**config.mk**
```make
export PLATFORM = sky130hd
export DESIGN_NAME = mc_reset_qualifier
export DESIGN_NICKNAME = d
export VERILOG_FILES = /design/src/rtl/rstq_pkg.sv /design/src/rtl/mc_slot_timer.sv /design/src/rtl/rst_glitch_filter.sv /design/src/rtl/rst_qual_fsm.sv /design/src/rtl/sfr_bank.sv /design/src/rtl/mc_reset_qualifier.sv
export SDC_FILE = /design/constraint.sdc
export NUM_CORES = 1
export LEC_CHECK = 0
export CAP_MARGIN = 0
export CORE_MARGIN = 5
export CORE_UTILIZATION = 25
export CTS_CLUSTER_DIAMETER = 80
export DETAILED_ROUTE_END_ITERATION = 16
export DONT_BUFFER_PORTS = 1
export GPL_TIMING_DRIVEN = 0
export PLACE_DENSITY = 0.5
export SYNTH_ARGS = -nofsm -noshare
export SYNTH_HDL_FRONTEND = slang
export SYNTH_SLANG_ARGS = --single-unit
```
**constraint.sdc**
```tcl
create_clock -name clk -period 1.75 [get_ports clk]
set_input_delay 0.0875 -clock clk [delete_from_list [all_inputs] [get_ports clk]]
set_output_delay 0.0875 -clock clk [all_outputs]
set_load 0.03 [all_outputs]
```
**src/rtl/rstq_pkg.sv**
```systemverilog
package rstq_pkg;
    typedef enum logic [1:0] {
        QS_IDLE   = 2'd0,
        QS_ARMING = 2'd1,
        QS_ACTIVE = 2'd2
    } qual_state_t;

    localparam logic [7:0] PORT_RST_VAL   = 8'hFF;
    localparam logic [7:0] SP_RST_VAL     = 8'h07;
    localparam logic [7:0] PCON_KEEP_MASK = 8'h10;
endpackage

```
**src/rtl/mc_slot_timer.sv**
```systemverilog
module mc_slot_timer #(
    parameter int CLKS_PER_MC = 12,
    parameter int SAMPLE_SLOT = 9
) (
    input  logic clk,
    input  logic por_n,
    output logic stb_o
);
    localparam int CW = $clog2(CLKS_PER_MC);
    localparam logic [CW-1:0] LAST = CW'(CLKS_PER_MC - 1);
    localparam logic [CW-1:0] SLOT = CW'(SAMPLE_SLOT);

    logic [CW-1:0] slot_cnt;

    always_ff @(posedge clk or negedge por_n) begin
        if (!por_n)
            slot_cnt <= '0;
        else if (slot_cnt == LAST)
            slot_cnt <= '0;
        else
            slot_cnt <= slot_cnt + 1'b1;
    end

    assign stb_o = (slot_cnt == SLOT);

    AST_STB_SINGLE: assert property (@(posedge clk) disable iff (!por_n)
        stb_o |=> !stb_o);
endmodule

```
**src/rtl/rst_glitch_filter.sv**
```systemverilog
module rst_glitch_filter #(
    parameter int FILT_LEN = 3
) (
    input  logic clk,
    input  logic por_n,
    input  logic pin_i,
    output logic lvl_o
);
    localparam int RW = $clog2(FILT_LEN + 1);
    localparam logic [RW-1:0] RUN_LAST = RW'(FILT_LEN - 1);

    logic          sync1, sync2;
    logic [RW-1:0] run_cnt;

    always_ff @(posedge clk or negedge por_n) begin
        if (!por_n) begin
            sync1 <= 1'b0;
            sync2 <= 1'b0;
        end else begin
            sync1 <= pin_i;
            sync2 <= sync1;
        end
    end

    always_ff @(posedge clk or negedge por_n) begin
        if (!por_n) begin
            lvl_o   <= 1'b0;
            run_cnt <= '0;
        end else if (sync2 == lvl_o) begin
            run_cnt <= '0;
        end else if (run_cnt == RUN_LAST) begin
            lvl_o   <= sync2;
            run_cnt <= '0;
        end else begin
            run_cnt <= run_cnt + 1'b1;
        end
    end

    AST_FILT_FOLLOWS: assert property (@(posedge clk) disable iff (!por_n)
        !$stable(lvl_o) |-> (lvl_o == $past(sync2)));
endmodule

```
**src/rtl/rst_qual_fsm.sv**
```systemverilog
module rst_qual_fsm
    import rstq_pkg::*;
#(
    parameter int QUAL_SAMPLES = 2
) (
    input  logic clk,
    input  logic por_n,
    input  logic stb_i,
    input  logic lvl_i,
    output logic rst_o
);
    localparam int QW = $clog2(QUAL_SAMPLES + 1);
    localparam logic [QW-1:0] Q_LAST = QW'(QUAL_SAMPLES - 1);

    qual_state_t   state_q, state_d;
    logic [QW-1:0] hits_q, hits_d;

    always_ff @(posedge clk or negedge por_n) begin
        if (!por_n) begin
            state_q <= QS_IDLE;
            hits_q  <= '0;
        end else begin
            state_q <= state_d;
            hits_q  <= hits_d;
        end
    end

    always_comb begin
        state_d = state_q;
        hits_d  = hits_q;
        unique case (state_q)
            QS_IDLE: begin
                if (stb_i && lvl_i) begin
                    if (QUAL_SAMPLES <= 1) begin
                        state_d = QS_ACTIVE;
                        hits_d  = '0;
                    end else begin
                        state_d = QS_ARMING;
                        hits_d  = QW'(1);
                    end
                end
            end
            QS_ARMING: begin
                if (stb_i) begin
                    if (!lvl_i) begin
                        state_d = QS_IDLE;
                        hits_d  = '0;
                    end else if (hits_q == Q_LAST) begin
                        state_d = QS_ACTIVE;
                        hits_d  = '0;
                    end else begin
                        hits_d  = hits_q + 1'b1;
                    end
                end
            end
            QS_ACTIVE: begin
                if (stb_i && !lvl_i) begin
                    state_d = QS_IDLE;
                    hits_d  = '0;
                end
            end
            default: begin
                state_d = QS_IDLE;
                hits_d  = '0;
            end
        endcase
    end

    always_comb begin
        rst_o = (state_q == QS_ACTIVE);
    end

    AST_RISE_ON_HIGH: assert property (@(posedge clk) disable iff (!por_n)
        $rose(rst_o) |-> ($past(stb_i) && $past(lvl_i)));
    AST_FALL_ON_LOW: assert property (@(posedge clk) disable iff (!por_n)
        $fell(rst_o) |-> ($past(stb_i) && !$past(lvl_i)));
    AST_LOW_CLEARS: assert property (@(posedge clk) disable iff (!por_n)
        (stb_i && !lvl_i) |=> (!rst_o && hits_q == '0));
endmodule

```
**src/rtl/sfr_bank.sv**
```systemverilog
module sfr_bank
    import rstq_pkg::*;
#(
    parameter int NUM_PORTS = 4,
    parameter int NUM_SFR   = 4,
    parameter int DW        = 8,
    parameter int SEL_W     = 4
) (
    input  logic                    clk,
    input  logic                    por_n,
    input  logic                    load_i,
    input  logic                    wr_en,
    input  logic [SEL_W-1:0]        wr_sel,
    input  logic [DW-1:0]           wr_data,
    output logic [NUM_PORTS*DW-1:0] port_o,
    output logic [DW-1:0]           sp_o,
    output logic [DW-1:0]           pcon_o,
    output logic [NUM_SFR*DW-1:0]   sfr_o,
    output logic [DW-1:0]           sbuf_o
);
    localparam int SEL_SP   = NUM_PORTS;
    localparam int SEL_PCON = NUM_PORTS + 1;
    localparam int SEL_SBUF = NUM_PORTS + 2;
    localparam int SEL_GEN  = NUM_PORTS + 3;
    localparam logic [DW-1:0] KEEP = DW'(PCON_KEEP_MASK);

    logic wr_ok;
    assign wr_ok = wr_en && !load_i;

    for (genvar p = 0; p < NUM_PORTS; p++) begin : g_port
        always_ff @(posedge clk or negedge por_n) begin
            if (!por_n)
                port_o[p*DW +: DW] <= DW'(PORT_RST_VAL);
            else if (load_i)
                port_o[p*DW +: DW] <= DW'(PORT_RST_VAL);
            else if (wr_ok && wr_sel == SEL_W'(p))
                port_o[p*DW +: DW] <= wr_data;
        end
    end

    for (genvar g = 0; g < NUM_SFR; g++) begin : g_gen
        always_ff @(posedge clk or negedge por_n) begin
            if (!por_n)
                sfr_o[g*DW +: DW] <= '0;
            else if (load_i)
                sfr_o[g*DW +: DW] <= '0;
            else if (wr_ok && wr_sel == SEL_W'(SEL_GEN + g))
                sfr_o[g*DW +: DW] <= wr_data;
        end
    end

    always_ff @(posedge clk or negedge por_n) begin
        if (!por_n) begin
            sp_o   <= DW'(SP_RST_VAL);
            pcon_o <= '0;
            sbuf_o <= '0;
        end else if (load_i) begin
            sp_o   <= DW'(SP_RST_VAL);
            pcon_o <= pcon_o & KEEP;
        end else if (wr_ok) begin
            if (wr_sel == SEL_W'(SEL_SP))   sp_o   <= wr_data;
            if (wr_sel == SEL_W'(SEL_PCON)) pcon_o <= wr_data;
            if (wr_sel == SEL_W'(SEL_SBUF)) sbuf_o <= wr_data;
        end
    end

    AST_PORTS_ONES: assert property (@(posedge clk) disable iff (!por_n)
        load_i |=> (port_o == '1));
    AST_SP_SEVEN: assert property (@(posedge clk) disable iff (!por_n)
        load_i |=> (sp_o == DW'(SP_RST_VAL)));
    AST_PCON_KEEP: assert property (@(posedge clk) disable iff (!por_n)
        load_i |=> (pcon_o == ($past(pcon_o) & KEEP)));
    AST_GEN_ZERO: assert property (@(posedge clk) disable iff (!por_n)
        load_i |=> (sfr_o == '0));
    AST_SBUF_HELD: assert property (@(posedge clk) disable iff (!por_n)
        load_i |=> $stable(sbuf_o));
endmodule

```
**src/rtl/mc_reset_qualifier.sv**
```systemverilog
module mc_reset_qualifier #(
    parameter int CLKS_PER_MC  = 12,
    parameter int SAMPLE_SLOT  = 9,
    parameter int QUAL_SAMPLES = 2,
    parameter int FILT_LEN     = 3,
    parameter int NUM_PORTS    = 4,
    parameter int NUM_SFR      = 4,
    parameter int DW           = 8,
    parameter int SEL_W        = $clog2(NUM_PORTS + NUM_SFR + 3)
) (
    input  logic                    clk,
    input  logic                    por_n,
    input  logic                    rst_pin,
    input  logic                    wr_en,
    input  logic [SEL_W-1:0]        wr_sel,
    input  logic [DW-1:0]           wr_data,
    output logic                    mc_stb,
    output logic                    rst_int,
    output logic [NUM_PORTS*DW-1:0] port_q,
    output logic [DW-1:0]           sp_q,
    output logic [DW-1:0]           pcon_q,
    output logic [NUM_SFR*DW-1:0]   sfr_q,
    output logic [DW-1:0]           sbuf_q
);
    logic filt_lvl;

    mc_slot_timer #(.CLKS_PER_MC(CLKS_PER_MC), .SAMPLE_SLOT(SAMPLE_SLOT)) u_timer (
        .clk(clk), .por_n(por_n), .stb_o(mc_stb));

    rst_glitch_filter #(.FILT_LEN(FILT_LEN)) u_filter (
        .clk(clk), .por_n(por_n), .pin_i(rst_pin), .lvl_o(filt_lvl));

    rst_qual_fsm #(.QUAL_SAMPLES(QUAL_SAMPLES)) u_fsm (
        .clk(clk), .por_n(por_n), .stb_i(mc_stb), .lvl_i(filt_lvl), .rst_o(rst_int));

    sfr_bank #(.NUM_PORTS(NUM_PORTS), .NUM_SFR(NUM_SFR), .DW(DW), .SEL_W(SEL_W)) u_bank (
        .clk(clk), .por_n(por_n), .load_i(rst_int),
        .wr_en(wr_en), .wr_sel(wr_sel), .wr_data(wr_data),
        .port_o(port_q), .sp_o(sp_q), .pcon_o(pcon_q), .sfr_o(sfr_q), .sbuf_o(sbuf_q));

    AST_NO_RESET_IN_POR: assert property (@(posedge clk) disable iff (!por_n)
        $rose(por_n) |-> !rst_int);
endmodule

```
==> results of run 1 <==
## through the flow
stage	cell area, um^2	setup slack [ps]	hold slack (ps)	std cells
finish	5130	99.7	-577	627
detailed placement	4630	-195	-203	597
global route	5130	19.9	-595	627
floorplan	4350	178	-208	372
CTS	5120	46.1	-592	627
global placement	4630	-87.9	-203	597
## worst reg2reg max path, cell delays in order, from the launching register on
cell and delay [ps]:
dfrtp_1 530, nand2b_4 120, buf_2 200, nand4b_1 100, buf_2 320, mux2i_1 250
## Yosys cell counts (2+ instances only)
library cell / count
a211oi_1: 3
a21oi_1: 5
buf_1: 4
buf_2: 14
clkbuf_1: 2
dfrtp_1: 66
dfstp_2: 35
ha_1: 2
inv_1: 13
mux2_1: 5
mux2_2: 5
mux2i_1: 73
nand2_1: 54
nand2b_1: 2
nand3b_1: 3
nand4_1: 4
nand4b_1: 2
nor2_1: 44
nor2b_1: 3
nor3_1: 3
nor3b_1: 2
nor4b_1: 2
o21ai_0: 5
o2bb2ai_1: 2
## state kept, by name, summed over array words and instances (netlist names), 4 cells and up
signal and count:
u_bank.port_o 32, u_bank.sfr_o 32, u_bank.pcon_o 8, u_bank.sbuf_o 8, u_bank.sp_o 8, u_timer.slot_cnt 4
## cell usage in the layout (no fill, tap or decap), types with 3 or more instances in the layout
master          n
nand2_1        54
nand3b_1        3
mux2_2          5
buf_2          14
nor2_1         44
nand4_1         4
dfstp_2        35
a211oi_1        3
clkbuf_16       9
inv_1          12
nor3_1          3
dfrtp_1        65
a21oi_1         5
o21ai_0         5
mux2_1          5
nor2b_1         3
mux2i_1        73
dlygate4sd3_1  11
buf_4           5
## what timing repair did
item / in CTS / in global routing
pin swaps: 1 / 0
endpoints found under the setup margin: 70 / 20
gates cloned: 0 / 0
resized for setup: 9 / 5
endpoints found under the hold margin: 146 / 101
buffers inserted: 4 / 0
## worst max path at each step
stage	slack (ps)	from	depth (start not counted)	to
after floorplan	180	u_fsm.state_q[1]	5	u_bank.port_o[16]
after global placement	-90	u_fsm.state_q[1]	5	u_bank.sbuf_o[5]
after detailed placement	-190	u_fsm.state_q[1]	4	u_bank.sfr_o[12]
after CTS	50	u_fsm.state_q[0]	5	u_bank.port_o[27]
after global routing	20	u_fsm.state_q[1]	5	u_bank.port_o[24]
final	100	u_fsm.state_q[1]	4	rst_int
## report_power, final
| group | switching [W] | internal [W] |
|---|---|---|
| Clock | 0.000890 | 0.00115 |
| Combinational | 0.000900 | 0.000466 |
| Sequential | 0.000979 | 0.00278 |
## final cells by class
| type | instances | area share, % |
|---|---|---|
| inverter | 14 | 1.03 |
| multi-input combinational | 237 | 32.0 |
| sequential | 101 | 50.2 |
| buffer | 19 | 2.12 |
| tap | 225 | 5.49 |
| timing repair buffer | 15 | 3.22 |
| clock buffer | 11 | 4.74 |
| clock inverter | 5 | 1.17 |
## metal layers
metal	vias to the layer above	share of wire, %	global-route usage [%]
met5	-	0.17	0
met4	4	2.2	5.10
met3	26	11	6.25
met2	100	48	21.4
met1	1478	39	15.9
li1	1304	-	-
## kinds of logic after synthesis
| group | count (synthesis) | synth area share [%] |
|---|---|---|
| buf+inv | 34 | 3.33 |
| xor+xnor | 2 | 0.402 |
| fa+ha+maj | 3 | 0.805 |
| compound gates | 20 | 2.90 |
| simple gates | 129 | 14.1 |
| flops | 101 | 59.1 |
| mux | 83 | 19.4 |
==> impl_metrics.json, run 1 <==
{
  "fp-row-count": 48,
  "syn-num-nets": 390,
  "rr_startpoint": "u_fsm.state_q[1]",
  "grt_pass1_vias": 3139,
  "antenna_found_initial": 1,
  "final.setup.tns_ps": 0,
  "synth_top_area_cell": "dfrtp_1",
  "port_buffers": 0,
  "hold_violations": 101,
  "fill_cells": 1801,
  "total_power_w": 0.00717,
  "worst_slew_pin_slew_ps": 762,
  "grt_util_all_layers_pct": 13.4,
  "wire_per_inst_um": 21.0,
  "seq_area_um2": 2570,
  "status": "finished, violations left",
  "drv_cap": 0,
  "vdd_drop_max_mv": 0.503,
  "route.vias.total": 2912,
  "regToRegEndpoint": "u_bank.port_o[14]",
  "crit_type": "reg -> out",
  "crit_path_start_kind": "register",
  "p_leak_nw": 2.24,
  "finalWeightedCongestion": 0.709,
  "cp_max_fo": 10,
  "clockRootBuffer": "clkbuf_16",
  "yosys_warnings": 0,
  "crit_path_end_kind": "output pin",
  "synthDistinctLibCells": 43,
  "cp.arrival_ps": 1560,
  "clock_latency_ps": 350,
  "ff2ff_path_depth": 5,
  "rsz0062_at_grt": "no",
  "drc_errors": 0,
  "synth_area_um2": 4350,
  "htree_levels": 3,
  "syn_inst": 372,
  "clock.fmax_ghz": 0.606,
  "synth-main-ff-cell": "dfrtp_1",
  "powerDensity_nw_per_um2": 1400,
  "reg2reg_setup_slack_ps": 160,
  "worstPathCellList": "nand2b_4 > inv_2 > buf_4 > buf_6",
  "area_growth_pct": 17.8,
  "drive_above_1_share_pct": 21.4,
  "timing.final.crit_share_pct": 94.3,
  "async_reset_ff_share_pct": 100,
  "grt_max_degree": 102,
  "first_pass_iters": 4,
  "finalClockSkew_ps": 5.96,
  "path_buf_inv": 3,
  "cp.required_ps": 1660,
  "die_area_um2": 20200,
  "fin_crit_ps": 1650,
  "cts_buffers": 9,
  "critical_path.max_stage_delay_ps": 530,
  "multi_input_area_um2": 1640,
  "finalWirelength_um": 13200,
  "cts_sinks": 101,
  "io_pins": 106,
  "ys_ff_latch": 101,
  "diodes": 0,
  "overflow": 0,
  "coreArea_um2": 17200,
  "hold_buffers": 11,
  "maxSlewViolCount": 0,
  "antenna_left": 0,
  "vias_per_cell": 4.64,
  "clock_path_buffers": 2,
  "initial_utilization_pct": 25.3,
  "dp_hpwl_um": 9050,
  "seq_area_frac_synth_pct": 59.1,
  "setup_viol": 0,
  "die_x_um": 142,
  "hp-class": "in -> async",
  "syn_area_per_cell_um2": 11.7,
  "fp.dieH_um": 142,
  "path_delay_family": "buffers and inverters",
  "postLayoutCoreUtil_pct": 29.8,
  "drtIter0Drc": 101,
  "crit_slowest_cell": "dfrtp_1",
  "yosysTopAreaCellShare_pct": 37.9,
  "relSlewSlack_pct": 48.9,
  "clk_pin_slew_worst_paths_ps": 70,
  "grt_pass1_wl_um": 19800,
  "synth_area_leaders": "dfrtp_1 (38%), dfstp_2 (21%), mux2i_1 (17%), nand2_1 (4.7%), nor2_1 (3.8%)",
  "violations": "negative hold slack",
  "nets": 415,
  "tritoncts": "done",
  "synth_edf_count": 0,
  "timing.hold.ws_ps": -577
}
Power figures use the tool's default switching activity.
==> inputs of run 2 (changes only) <==
--- a/config.mk
+++ b/config.mk
@@ -15,4 +15,5 @@
 export PLACE_DENSITY = 0.5
 export SYNTH_ARGS = -nofsm -noshare
 export SYNTH_HDL_FRONTEND = slang
+export SYNTH_HIERARCHICAL = 1
 export SYNTH_SLANG_ARGS = --single-unit
==> run 2 against run 1 <==
  * The run ends with negative hold slack, negative setup slack left
  * Setup slack got worse by 230 ps
  * Die area increased by 4.4%
  * Global-route usage increased by 0.34 points
  * Non-clock buffer count increased by 25
  * Clock power increased by 6%
  * Core utilization increased by 2.4 points
  * Sequential power increased by 71%
  * Synthesized cell count increased by 9.4%
  * Clock skew increased by 4.8 ps
  * Fmax decreased by 12%
  * Critical path type is now reg -> reg
==> impl_metrics.json, run 2 <==
{
  "crit_type": "reg -> reg",
  "worstPathCellList": "and2b_4 > buf_12 > or4_4 > buf_6 > o21ai_2 > a21oi_1",
  "relSlewSlack_pct": 37.8,
  "drv_cap": 0,
  "syn_area_per_cell_um2": 11.2,
  "vdd_drop_max_mv": 0.804,
  "route.vias.total": 3311,
  "synth-main-ff-cell": "dfrtp_1",
  "finalClockSkew_ps": 10.8,
  "wl_met2_um": 7050,
  "yosys_warnings": 6,
  "yosysTopAreaCellShare_pct": 36.2,
  "fin_crit_ps": 1880,
  "path_delay_family": "simple AND/OR/NAND/NOR gates",
  "mostFrequentLayoutCells": "dfrtp_1 (65), nor2_1 (45), dfstp_2 (35), mux2i_1 (32), a21oi_1 (23)",
  "synth_top_family_by_area": "simple AND/OR/NAND/NOR gates",
  "area_growth_pct": 27.2,
  "timing.final.crit_share_pct": 108,
  "setup_viol": 27,
  "crit_path_start_kind": "register",
  "postLayoutCoreUtil_pct": 32.3,
  "synthDistinctLibCells": 50,
  "io_pins": 106,
  "wl_met1_um": 6220,
  "fp.dieH_um": 145,
  "syn_inst": 407,
  "async_reset_ff_share_pct": 100,
  "powerDensity_nw_per_um2": 1850,
  "synth_compound_area_share_pct": 10.4,
  "synth_area_um2": 4560,
  "path_buf_inv": 2,
  "syn-num-nets": 425,
  "violations": "negative hold slack, negative setup slack",
  "grt_max_degree": 102,
  "drive_above_1_share_pct": 37.3,
  "clockRootBuffer": "clkbuf_16",
  "die_area_um2": 21000,
  "synth.most_common_cell": "dfrtp_1",
  "drtIter0Drc": 141,
  "hold_violations": 101,
  "initial_utilization_pct": 25.4,
  "stdcell_count": 679,
  "ys_ff_latch": 101,
  "reg.largest.list": "u_bank/port_o x32, u_bank/sfr_o x32",
  "status": "finished, violations left",
  "cp_max_fo": 6,
  "top_layer_used": "met4",
  "finalWirelength_um": 14700,
  "synthAdderAreaFrac_pct": 0.769,
  "cts_buffers": 9,
  "diodes": 0,
  "grt_util_all_layers_pct": 13.8,
  "rsz0062_at_grt": "yes",
  "synth_top_area_cell": "dfrtp_1",
  "clock_path_buffers": 2,
  "cts_sinks": 101,
  "cp.required_ps": 1990,
  "antenna_found_initial": 0,
  "crit_path_end_kind": "register",
  "synthMuxAreaShare_pct": 10.4,
  "tritoncts": "done",
  "wire_per_inst_um": 21.7,
  "coreArea_um2": 18000,
  "final.setup.tns_ps": -1320,
  "worst_slew_pin_slew_ps": 933,
  "clock.fmax_ghz": 0.531,
  "antenna_left": 0,
  "p_leak_nw": 2.59,
  "overflow": 0,
  "port_buffers": 0,
  "placedCellCount": 636,
  "die_x_um": 145,
  "worst_slack_ps": -133,
  "nets": 463,
  "synth_edf_count": 0,
  "timing.hold.ws_ps": -580,
  "total_power_w": 0.0107,
  "synth_xor_area_share_pct": 0.384,
  "clock_latency_ps": 350,
  "synth_area_leaders": "dfrtp_1 (36%), dfstp_2 (20%), mux2i_1 (7.0%), a21oi_1 (4.4%), nor2_1 (3.7%)",
  "finalWeightedCongestion": 0.743,
  "drc_errors": 0,
  "clk_pin_slew_worst_paths_ps": 80,
  "seq_area_frac_synth_pct": 56.4,
  "grt_pass1_vias": 3468,
  "maxSlewViolCount": 0,
  "cp.arrival_ps": 2120,
  "critical_path.max_stage_delay_ps": 560,
  "synthTopCellsByCount": "dfrtp_1 (66), nor2_1 (45), a21oi_1 (40), dfstp_2 (35), mux2i_1 (32)",
  "crit_slowest_cell": "or4_4",
  "synthSimpleGateAreaFrac_pct": 17.4,
  "hp-class": "in -> async",
  "layout_commonest_cell": "dfrtp_1",
  "fp-row-count": 49,
  "dp_hpwl_um": 9560,
  "first_pass_iters": 4,
  "route.met3.wl_um": 1130,
  "grt_pass1_wl_um": 22100,
  "htree_levels": 3,
  "vias_per_cell": 4.88
}
-- run 2: final timing paths --
path,startpoint,end,slack (ps),cells after the start
min in group clk,wr_sel[1],u_bank/port_o[15],180,4
max in group asynchronous,por_n,u_bank/port_o[12],2090,0
worst min register to register,u_filter/sync1,u_filter/sync2,350,0
worst min-delay path,por_n,u_bank/sp_o[3],-580,0
worst max register to register,u_fsm/state_q[1],u_bank/sfr_o[13],-130,6
worst max-delay path,u_fsm/state_q[1],u_bank/sfr_o[13],-130,6
-- run 2: what timing repair did --
item / in CTS / in global routing
hold endpoints to repair: 124 / 111
setup buffers: 11 / 11
pin swaps: 10 / 11
setup endpoints to repair: 88 / 84
hold buffers: 2 / 1
gates resized for setup: 68 / 32
cloned: 4 / 0
-- run 2: worst reg2reg max path: stages (launching register included) --
cell     delay (ps)
dfrtp_2         450
and2b_4         240
buf_12          150
or4_4           560
buf_6           170
o21ai_2         120
a21oi_1          80
-- run 2: cells by family after synthesis --
logic type / after synthesis
compound gates: 79
xor+xnor: 2
fa+ha+maj: 3
buf+inv: 37
flops: 101
mux: 45
simple gates: 140
-- run 2: layout make-up --
| type | count | area (um^2) |
|---|---|---|
| plain buffers | 30 | 302 |
| repair buffers | 29 | 277 |
| clock inverters | 5 | 85.1 |
| clock buffers | 11 | 233 |
| well taps | 229 | 287 |
| inverters | 5 | 18.8 |
| fillers | 1796 | 12200 |
| flip-flops and latches | 101 | 2570 |
| multi-input cells | 269 | 2020 |
-- run 2: layer usage --
metal  track usage (%)  vias to the layer above
met5                 0                        -
met4              4.66                        0
met3              5.05                       22
met2              21.8                      113
met1              17.5                     1683
li1                  -                     1493
-- run 2: through the flow --
stage / hold WS, ps / setup WS (ps) / cell area (um^2)
global placement: -205 / -517 / 4860
detailed placement: -205 / -585 / 4860
floorplan: -208 / -56.6 / 4570
finish: -580 / -133 / 5800
global route: -605 / -195 / 5800
CTS: -603 / -154 / 5580
-- run 2: power breakdown --
group / internal (W) / switching (W) / total, W
sequential: 0.00365 / 0.00278 / 0.00643
combinational: 0.00114 / 0.000962 / 0.00210
clock: 0.00126 / 0.000907 / 0.00217
==> inputs of run 3 (changes only) <==
--- a/config.mk
+++ b/config.mk
@@ -5,10 +5,10 @@
 export SDC_FILE = /design/constraint.sdc
 export NUM_CORES = 1
 export LEC_CHECK = 0
+export ABC_AREA = 1
 export CAP_MARGIN = 0
-export CORE_MARGIN = 5
+export CORE_MARGIN = 8
 export CORE_UTILIZATION = 25
-export CTS_CLUSTER_DIAMETER = 80
 export DETAILED_ROUTE_END_ITERATION = 16
 export DONT_BUFFER_PORTS = 1
 export GPL_TIMING_DRIVEN = 0
==> run 3 against run 2 <==
  * The run ends with negative hold slack left
  * Total power is 1.7% lower
  * Highest routed layer unchanged
  * Count of clock-buffer cells in the layout is 1 lower
  * Largest power group unchanged
  * Register-to-register slack better by 140 ps
==> impl_metrics.json, run 3 <==
{
  "htree_levels": 3,
  "cp_common_cell": "nand2_1",
  "syn-num-nets": 519,
  "overflow": 0,
  "timing.final.crit_share_pct": 99.4,
  "timing.hold.ws_ps": -567,
  "synth-main-ff-cell": "dfrtp_1",
  "hold_buffers": 9,
  "yosys_warnings": 6,
  "grt_max_degree": 102,
  "use_met2_pct": 20.3,
  "crit_path_end_kind": "register",
  "path_buf_inv": 3,
  "fill_cells": 1867,
  "power_frac_comb_pct": 20.4,
  "diodes": 0,
  "ys_ff_latch": 101,
  "crit_start": "u_fsm/state_q[0]",
  "port_buffers": 0,
  "synthDistinctLibCells": 26,
  "die_area_um2": 22300,
  "switching_power_w": 0.00486,
  "layout_commonest_cell": "nand2_1",
  "hold_violations": 101,
  "vdd_drop_max_mv": 0.950,
  "io_pins": 106,
  "clock_power_share_pct": 19.1,
  "synthTopCellsByCount": "nand2_1 (206), nand3_1 (84), dfrtp_1 (66), dfstp_2 (35), inv_1 (27)",
  "coreArea_um2": 17300,
  "p_seq_share_pct": 60.5,
  "clk_pin_slew_worst_paths_ps": 70,
  "relSlewSlack_pct": 58.6,
  "reg.largest.list": "u_bank/port_o x32, u_bank/sfr_o x32",
  "ff2ff_path_depth": 7,
  "vias_per_cell": 4.50,
  "first_pass_iters": 4,
  "powerDensity_nw_per_um2": 1980,
  "synth_area_leaders": "dfrtp_1 (37%), dfstp_2 (21%), nand2_1 (17%), nand3_1 (9.5%), inv_1 (2.3%)",
  "die_x_um": 149,
  "critical_path.max_stage_delay_ps": 440,
  "seq_area_um2": 2570,
  "mostFrequentLayoutCells": "nand2_1 (193), nand3_1 (84), dfrtp_1 (65), dfstp_2 (35), inv_1 (26)",
  "placedCellCount": 726,
  "grt_pass1_wl_um": 20900,
  "area_growth_pct": 20.0,
  "drtIter0Drc": 138,
  "reg2reg_setup_slack_ps": 10,
  "rsz0062_at_grt": "yes",
  "worst_slack_ps": 11.3,
  "worstPathCellList": "nor2_4 > buf_8 > inv_2 > buf_2 > nand2_2 > nand2_1 > nand2_1",
  "cp.required_ps": 2040,
  "drc_errors": 0,
  "drive_above_1_share_pct": 23.8,
  "p_leak_nw": 2.64,
  "yosysTopAreaCellShare_pct": 37.2,
  "cp.arrival_ps": 2030,
  "cts_sinks": 101,
  "pre_cts_ws_ps": -202,
  "netSwitchingFraction_pct": 46.2,
  "fp.dieH_um": 149,
  "fp-row-count": 48,
  "syn_area_per_cell_um2": 8.85,
  "finalClockSkew_ps": 6.73,
  "setup_viol": 0,
  "grt_util_all_layers_pct": 12.6,
  "regToRegEndpoint": "u_bank/port_o[8]",
  "synth.most_common_cell": "nand2_1",
  "seq_area_frac_synth_pct": 58.0,
  "antenna_found_initial": 0,
  "grt_pass1_vias": 3386,
  "violations": "negative hold slack",
  "drv_cap": 0,
  "path_delay_family": "simple AND/OR/NAND/NOR gates",
  "antenna_left": 0,
  "multi_input_area_um2": 1750,
  "finalWeightedCongestion": 0.731,
  "grt_busiest_layer": "met2",
  "syn_inst": 501,
  "crit_end": "u_bank/port_o[8]",
  "fin_crit_ps": 1740,
  "hp-class": "in -> async",
  "synth_top_area_cell": "dfrtp_1",
  "met1_usage_pct": 14.5,
  "maxSlewViolCount": 0,
  "clock.fmax_ghz": 0.575,
  "wire_per_inst_um": 18.2,
  "worst_slew_pin_slew_ps": 619,
  "clock_path_buffers": 2,
  "dp_hpwl_um": 9810,
  "tritoncts": "done",
  "clock_latency_ps": 350,
  "cp_max_fo": 10,
  "initial_utilization_pct": 25.6,
  "finalWirelength_um": 13800,
  "route.vias.total": 3418,
  "clockRootBuffer": "clkbuf_16",
  "synth_edf_count": 0,
  "synth_area_um2": 4430,
  "rr_startpoint": "u_fsm/state_q[0]",
  "stdcell_count": 759,
  "use_met3_pct": 5.83,
  "crit_path_start_kind": "register",
  "p_int_w": 0.00565,
  "status": "finished, violations left",
  "crit_slowest_cell": "dfrtp_2",
  "crit_cells": 7,
  "cts_buffers": 9,
  "nets": 547,
  "crit_type": "reg -> reg",
  "async_reset_ff_share_pct": 100
}
[run 3: changes by cell type after synthesis, moves of 14 or more]
cell      previous run  this run
inv_1                5        27
nand2_1              5       206
a21oi_1             40         3
nand2b_1            19         0
clkbuf_1            16         2
nor2_1              45        20
nand3_1             28        84
mux2i_1             32         0
nor3_1              16         0
[run 3: worst min-delay path by stage]
stage               start                   to  slack, ps
global route        por_n  u_timer/slot_cnt[3]       -590
detailed placement  por_n  u_timer/slot_cnt[1]       -200
finish              por_n  u_timer/slot_cnt[1]       -570
global placement    por_n  u_timer/slot_cnt[0]       -200
floorplan           por_n     u_bank/pcon_o[0]       -210
CTS                 por_n  u_timer/slot_cnt[1]       -590
[run 3: repair_timing]
action                                  CTS  global route
gates cloned                              0             2
buffers inserted                          2             4
pin swaps                                 1             1
endpoints found under the hold margin   114           101
endpoints found under the setup margin   90            85
resized for setup                         5            44
[run 3: per-layer routing]
| metal | vias up | wire, um |
|---|---|---|
| li1 | 1653 | - |
| met1 | 1667 | 5550 |
| met2 | 89 | 6770 |
| met3 | 9 | 1320 |
| met4 | 0 | 195 |
| met5 | - | 0 |
[run 3: worst reg2reg max path, stage by stage (launching register included)]
cell and delay, ps:
dfrtp_2 440, nor2_4 390, buf_8 190, inv_2 50, buf_2 220, nand2_2 240, nand2_1 90, nand2_1 60
[run 3: area by class of cell]
cell class | count | area share, %
buffer | 12 | 2.23
clock buffer | 10 | 4.49
clock inverter | 6 | 1.13
inverter | 31 | 2.19
multi-input combinational | 357 | 32.8
sequential | 101 | 48.4
tap | 225 | 5.29
timing repair buffer | 17 | 3.48
[run 3: per-stage QoR]
step                      utilization [%]  cell area [um^2]  total power (W)  setup TNS [ps]  hold WS, ps
after CTS                            29.7              5140           0.0105            -649         -589
after detailed placement             27.3              4720          0.00842          -11140         -204
after global routing                 30.8              5320           0.0112           -2250         -595
final                                30.8              5320           0.0105               0         -567
after global placement               27.3              4720          0.00833           -9770         -204
after floorplan                         -              4440          0.00760               0         -208
[run 3: cells by family (layout without fill, tap and decap cells)]
group,count (synthesis),in the layout,share of synthesized area (%)
and+or+nand+nor,340,340,34.8
DFF,101,101,58.0
buffers and inverters,43,76,4.26
AOI/OAI and AO/OA,15,15,2.43
adders and majority gates,2,2,0.564
[run 3: power groups by stage]
stage          Combinational [W]  Clock [W]  Sequential (W)
2_1_floorplan            0.00156          0         0.00604
3_3_place_gp             0.00188          0         0.00645
3_5_place_dp             0.00196          0         0.00646
4_1_cts                  0.00201    0.00209         0.00644
5_1_grt                  0.00245    0.00218         0.00655
6_report                 0.00215    0.00201         0.00636
